### config.mk
export PLATFORM = sky130hd
export DESIGN_NAME = rtc_upd_irq
export DESIGN_NICKNAME = d
export VERILOG_FILES = /design/src/rtl/rtc_upd_pkg.sv /design/src/rtl/rtc_upd_seq.sv /design/src/rtl/rtc_irq_flags.sv /design/src/rtl/rtc_upd_irq.sv
export SDC_FILE = /design/constraint.sdc
export NUM_CORES = 1
export LEC_CHECK = 0
export ABC_CLOCK_PERIOD_IN_PS = 3350
export CORE_AREA = 2 2 59 61
export DETAILED_ROUTE_END_ITERATION = 10
export DIE_AREA = 0 0 61 63
export PLACE_DENSITY = 0.5
export SYNTH_ARGS = -nofsm -noshare
export SYNTH_HDL_FRONTEND = slang
export SYNTH_SLANG_ARGS = --single-unit
### constraint.sdc
create_clock -name clk -period 3.35 [get_ports clk]
set_input_delay 0.8375 -clock clk [delete_from_list [all_inputs] [get_ports clk]]
set_output_delay 0.8375 -clock clk [all_outputs]
set_load 0.01 [all_outputs]
### src/rtl/rtc_upd_pkg.sv
package rtc_upd_pkg;
    typedef enum logic [1:0] {
        SEQ_IDLE   = 2'd0,
        SEQ_LEAD   = 2'd1,
        SEQ_UPDATE = 2'd2
    } seq_state_e;

    localparam int NUM_SRC = 3;  // update-complete, alarm, periodic

    typedef struct packed {
        logic uti;   // bit 3: freeze host buffer
        logic pie;   // bit 2: periodic enable
        logic aie;   // bit 1: alarm enable
        logic uie;   // bit 0: update-complete enable
    } ctrl_t;
endpackage

### src/rtl/rtc_upd_seq.sv
module rtc_upd_seq
    import rtc_upd_pkg::*;
#(
    parameter int LEAD_TICKS = 8,
    parameter int UPD_TICKS  = 4
) (
    input  logic clk,
    input  logic rst_n,
    input  logic base_tick,
    input  logic sec_tick,
    input  logic uti,
    output logic uip,
    output logic adv_stb,
    output logic copy_stb,
    output logic upd_end
);
    localparam int MAXT = (LEAD_TICKS > UPD_TICKS) ? LEAD_TICKS : UPD_TICKS;
    localparam int CW   = (MAXT > 1) ? $clog2(MAXT) : 1;
    localparam logic [CW-1:0] LEAD_LAST = CW'(LEAD_TICKS - 1);
    localparam logic [CW-1:0] UPD_LAST  = CW'(UPD_TICKS - 1);

    seq_state_e    state, state_n;
    logic [CW-1:0] cnt, cnt_n;

    always_comb begin
        state_n = state;
        cnt_n   = cnt;
        unique case (state)
            SEQ_IDLE: begin
                if (sec_tick) begin
                    state_n = SEQ_LEAD;
                    cnt_n   = '0;
                end
            end
            SEQ_LEAD: begin
                if (base_tick) begin
                    if (cnt == LEAD_LAST) begin
                        state_n = SEQ_UPDATE;
                        cnt_n   = '0;
                    end else begin
                        cnt_n = cnt + CW'(1);
                    end
                end
            end
            SEQ_UPDATE: begin
                if (base_tick) begin
                    if (cnt == UPD_LAST) begin
                        state_n = SEQ_IDLE;
                        cnt_n   = '0;
                    end else begin
                        cnt_n = cnt + CW'(1);
                    end
                end
            end
            default: begin
                state_n = SEQ_IDLE;
                cnt_n   = '0;
            end
        endcase
    end

    assign upd_end = (state == SEQ_UPDATE) && (state_n == SEQ_IDLE);

    // state register
    always_ff @(posedge clk or negedge rst_n) begin
        if (!rst_n) begin
            state <= SEQ_IDLE;
            cnt   <= '0;
        end else begin
            state <= state_n;
            cnt   <= cnt_n;
        end
    end

    // registered outputs
    always_ff @(posedge clk or negedge rst_n) begin
        if (!rst_n) begin
            uip      <= 1'b0;
            adv_stb  <= 1'b0;
            copy_stb <= 1'b0;
        end else begin
            uip      <= (state_n != SEQ_IDLE);
            adv_stb  <= (state == SEQ_LEAD) && (state_n == SEQ_UPDATE);
            copy_stb <= upd_end && !uti;
        end
    end
endmodule

### src/rtl/rtc_irq_flags.sv
module rtc_irq_flags
    import rtc_upd_pkg::*;
(
    input  logic       clk,
    input  logic       rst_n,
    input  logic       ctrl_we,
    input  logic [3:0] ctrl_wdata,
    input  logic       flag_rd,
    input  logic       upd_end,
    input  logic       alarm_hit,
    input  logic       per_hit,
    output ctrl_t      ctrl,
    output logic [3:0] flag_rdata,
    output logic       irq_oe
);
    logic [NUM_SRC-1:0] flg;
    logic [NUM_SRC-1:0] set_ev;
    logic [NUM_SRC-1:0] en;
    logic [NUM_SRC-1:0] pend;

    assign set_ev = {per_hit, alarm_hit, upd_end};
    assign en     = {ctrl.pie, ctrl.aie, ctrl.uie};

    generate
        for (genvar g = 0; g < NUM_SRC; g++) begin : g_src
            assign pend[g] = flg[g] & en[g];
        end
    endgenerate

    always_ff @(posedge clk or negedge rst_n) begin
        if (!rst_n) begin
            flg  <= '0;
            ctrl <= '0;
        end else begin
            if (ctrl_we) ctrl <= ctrl_t'(ctrl_wdata);
            flg <= (flag_rd ? '0 : flg) | set_ev;
        end
    end

    assign flag_rdata = {|pend, flg};
    assign irq_oe     = rst_n & (|pend);
endmodule

### src/rtl/rtc_upd_irq.sv
module rtc_upd_irq
    import rtc_upd_pkg::*;
#(
    parameter int LEAD_TICKS = 8,
    parameter int UPD_TICKS  = 4
) (
    input  logic       clk,
    input  logic       rst_n,
    input  logic       base_tick,
    input  logic       sec_tick,
    input  logic       ctrl_we,
    input  logic [3:0] ctrl_wdata,
    input  logic       flag_rd,
    input  logic       alarm_hit,
    input  logic       per_hit,
    output logic       uip,
    output logic [3:0] flag_rdata,
    output logic       irq_oe,
    output logic       adv_stb,
    output logic       copy_stb
);
    ctrl_t ctrl_q;
    logic  uti_w;
    logic  upd_end;

    assign uti_w = ctrl_q.uti;

    rtc_upd_seq #(
        .LEAD_TICKS(LEAD_TICKS),
        .UPD_TICKS (UPD_TICKS)
    ) u_seq (
        .clk      (clk),
        .rst_n    (rst_n),
        .base_tick(base_tick),
        .sec_tick (sec_tick),
        .uti      (uti_w),
        .uip      (uip),
        .adv_stb  (adv_stb),
        .copy_stb (copy_stb),
        .upd_end  (upd_end)
    );

    rtc_irq_flags u_flags (
        .clk       (clk),
        .rst_n     (rst_n),
        .ctrl_we   (ctrl_we),
        .ctrl_wdata(ctrl_wdata),
        .flag_rd   (flag_rd),
        .upd_end   (upd_end),
        .alarm_hit (alarm_hit),
        .per_hit   (per_hit),
        .ctrl      (ctrl_q),
        .flag_rdata(flag_rdata),
        .irq_oe    (irq_oe)
    );
endmodule

Word level (Yosys, flattened, before mapping)
Cells that the tools add are included. W data, S select, Z words.

Register bits: 15. Bits of input ports: 12. Output and inout bits: 8. Word-level logic and storage cells: 46.

Add/sub/neg operators: 1. Equal/unequal tests: 8. Multiplexer cells: 13. Bitwise gates (word level): 5. Reduce and logical (&&, ||, !) cells: 9.

Operators with widths (count): $mux W3 (6); $mux W2 (5); $pmux W3 S3 (1); $ne A2 B2 Y1 const B (3); $pmux W2 S3 (1); $and A1 B1 Y1 (4); $eq A2 B2 Y1 const B (2); $logic_not A2 Y1 (2); $add A3 B1 Y3 const B (1); $eq A3 B2 Y1 const B (1); $eq A3 B3 Y1 const B (1); $logic_and A1 B1 Y1 (3); $or A3 B3 Y3 (1); $reduce_and A3 Y1 (1); $reduce_or A3 Y1 (1); $eq A2 B1 Y1 const B (1); $reduce_bool A2 Y1 (1); $logic_not A1 Y1 (1).

Logic depth before layout (Yosys ltp)
Word-level depth: 7. Mapped depth: 7. Gate-level depth less buffers: 7.

Cells and area by module
From an unflattened synthesis, not the netlist that was laid out.

Cells, all modules: 64. Area total of the unflattened synthesis: 788.3 um2.

By module, submodules not included: rtc_upd_seq (times used 1, cells an instance 46, area each 521.8 um2, seq. area each 200.2 um2); rtc_irq_flags (times used 1, cells an instance 18, area each 266.5 um2, seq. area each 175.2 um2).

Worst setup path before layout
Ideal clock, no wire load.

Path type: input to output. Start point: in rst_n. End point: out irq_oe. Arrival time: 1.035 ns. Data required time: 2.513 ns. Path slack: 1.478 ns. Cell stages on the path: 1. Path buffers: 0. Cells stage by stage: nor2b_1.

Longest elaborated chain between the ends: 1.

Ends and longest elaborated chain: start, declared (RTL line rtc_upd_irq.sv:8) `input logic rst_n,`; $and A1 B1 Y1 (RTL line rtc_irq_flags.sv:41) `assign irq_oe = rst_n & (|pend);`; end, declared (RTL line rtc_upd_irq.sv:18) `output logic irq_oe,`.

No other way between the ends.

Worst setup path after layout
Ends and elaborated chain as after synthesis.

==> impl_metrics.toml <==
[drt]
wl_per_cell_microns = 10.9
vias = 566
route.detailed.drc = 0
antenna_left = 0
drt_wl_total_mm = 1.50
drt-vias-per-instance = 4.13
drtIter0Drc = 23
first_pass_iters = 4

[yosys]
synth-simple-area-share = 0.104
synth.area.mux_share = 0.0583
syn_inst = 67
synth_area_leader_cell = "dfrtp_1"
yosys.area_share.adder = 0.130
synth_largest_type_area_fraction = 0.486
synth_compound_area_frac = 0.173
synth.distinct_cells = 23
avgSynthCellArea_sq_um = 11.5
synth_fp_nets = 87
synth_seq_cells = 15
synth_top_family_by_area = "compound AO/OA/AOI/OAI gates"
yosysWarningCount = 0
syn_area_sq_um = 772
synth-xor-area-share = 0
seq_area_frac_synth = 0.486
synth_area_leaders = "dfrtp_1 49%, ha_1 13%, mux2_2 5.8%, inv_1 3.9%, nand2_1 2.9%"

[critical_path]
required_ns = 2.51
reg2reg_from = "u_seq.state[1]"
end_kind = "primary output"
cp.arrival_ns = 1.99
critical_path_peak_fanout = 2
worst_setup_path_start_kind = "primary input"
path_class = "primary input to primary output"
critPathLaunch = "rst_n"

[pwr]
p_per_area_nw_per_um2 = 502
finalPower_w = 0.000529
ir_drop_uv = 211
p_leak_nw = 0.476

[place]
port_buffers = 19
hpwl_mm = 1.15
gp_congestion = 0.741

[timing]
finalWorstPathRequiredPeriod_ns = 2.82
final-hold-violation-count = 0
fin_crit_sh = 0.843
tightestPinTransition_ns = 0.351
slew_headroom = 0.765
setup_viol = 0
clock.fmax_mhz = 354
rsz0062_at_grt = "no"
fin_skew_ns = 0.00982
finalSetupTns_ns = 0
report.final.slew_viol_count = 0

[hold_path]
min_path_type = "flip-flop to flip-flop"
hp-start = "u_flags.ctrl[3]"

[global_route]
antenna_found_initial = 0
grt_pass1_vias = 585
grt_pass1_wl_mm = 2.56
grt_max_degree = 16
gr-total-overflow = 0
grt_usage = 0.0918

[clocking]
htreeDepth = 1
cts_setup_buffers = 0
cts_buffer_depth = 2
tritoncts = "yes"
post_cts_resize_count = 0
insertion_delay_ns = 0.29
clk_pin_slew_ns = 0.09
postCtsHoldBufs = 0
cts_root_buf = "clkbuf_4"
cts.sinks = 15
cts_buffers = 3

[finish]
synthToLayoutAreaGrowth_pct = 36.6
drive_gt1_frac = 0.176
insertedDiodeCount = 0
fillCellCount = 335
layout.nets = 112
seq_area_sq_um = 375
multi_input_area_sq_um = 359

[floorplan]
initial_core_util = 0.239
die_w_microns = 61
dieHeight_microns = 63
io_pins = 20
core.rowCount = 21
core_area_sq_um = 3230
die_area_sq_um = 3840

[run_status]
status = "finished clean"

[job]
max_cap_viol_count = 0
-- worst max-delay path, stage by stage --
cell,delay [ns]
clkdlybuf4s50_1,0.48
nor2b_1,0.13
clkdlybuf4s50_1,0.54
-- where the power goes --
part           internal [W]  total [W]  switching (W)  leakage [nW]
combinational     0.0000922   0.000200       0.000108         0.270
sequential         0.000209   0.000227      0.0000184         0.188
clock             0.0000444   0.000102      0.0000575        0.0177
total              0.000345   0.000529       0.000184         0.476
-- sequential cells by signal (all words and copies together), names as in the netlist --
signal,count
u_flags.ctrl,4
u_flags.flg,3
u_seq.adv_stb,1
u_seq.cnt,3
u_seq.copy_stb,1
u_seq.state,2
u_seq.uip,1
-- final cells by class --
class | instances | share of cell area
repair buffers | 20 | 0.187
clock buffers | 3 | 0.0214
multi-input cells | 42 | 0.340
well taps | 46 | 0.0546
clock inverters | 1 | 0.00474
inverters | 10 | 0.0356
flip-flops and latches | 15 | 0.356
-- final timing paths --
kind,slack (ns),cells after the start,endpoint
worst max-delay path,0.53,3,irq_oe
min in group asynchronous,0.89,2,u_flags.flg[2]
worst max register to register,1.66,6,u_flags.flg[0]
worst min-delay path,0.44,1,u_seq.copy_stb
worst min register to register,0.44,1,u_seq.copy_stb
max in group asynchronous,2.28,2,u_seq.cnt[2]
-- through the flow --
step | util | instances | hold WS [ns] | worst slack [ns] | instance area (sq um)
after CTS | 0.326 | 137 | 0.449 | 0.522 | 1050
after global routing | 0.326 | 137 | 0.466 | 0.458 | 1050
after detailed placement | 0.318 | 133 | 0.449 | 0.524 | 1030
after global placement | 0.318 | 133 | 0.453 | 0.525 | 1030
after floorplan | - | 67 | 0.420 | 1.48 | 772
final | 0.326 | 137 | 0.441 | 0.527 | 1050
-- placed cells by master, fill, tap and decap left out, types with 2 or more instances in the layout --
cell	synthesis	routed
clkdlybuf4s50_1	0	19
nor2b_1	2	2
clkbuf_4	0	3
o21ai_0	4	4
dfrtp_1	15	15
a21o_1	2	2
a21oi_1	3	3
inv_2	2	2
ha_1	8	8
inv_1	8	8
nand2_1	6	6
mux2_2	4	4
-- cells by family (layout without fill, tap and decap cells) --
| logic type | count (synthesis) | after routing |
|---|---|---|
| multiplexers | 4 | 4 |
| adder cells (fa/ha/maj) | 8 | 8 |
| AND/OR/NAND/NOR | 14 | 14 |
| flip-flops | 15 | 15 |
| AO/OA/AOI/OAI | 16 | 16 |
| buffers and inverters | 10 | 34 |
-- Yosys cell counts, drive strengths merged --
cell type	n
nor2	1
nand3b	1
nand3	1
o31ai	2
nor2b	2
and3	1
o21ai	4
a32o	1
ha	8
nand2	6
mux2	4
a21o	2
o21ba	1
inv	10
o22ai	1
a21oi	3
o211ai	1
or2	1
nor4b	1
a222oi	1
dfrtp	15
-- layer usage --
layer | vias to the layer above | GRT usage | share of wire
li1 | 276 | - | -
met1 | 279 | 0.111 | 0.45
met2 | 7 | 0.136 | 0.49
met3 | 4 | 0.0435 | 0.042
met4 | 0 | 0.0408 | 0.021
met5 | - | 0 | 0
Note: power is estimated with default switching activity, not from simulation.
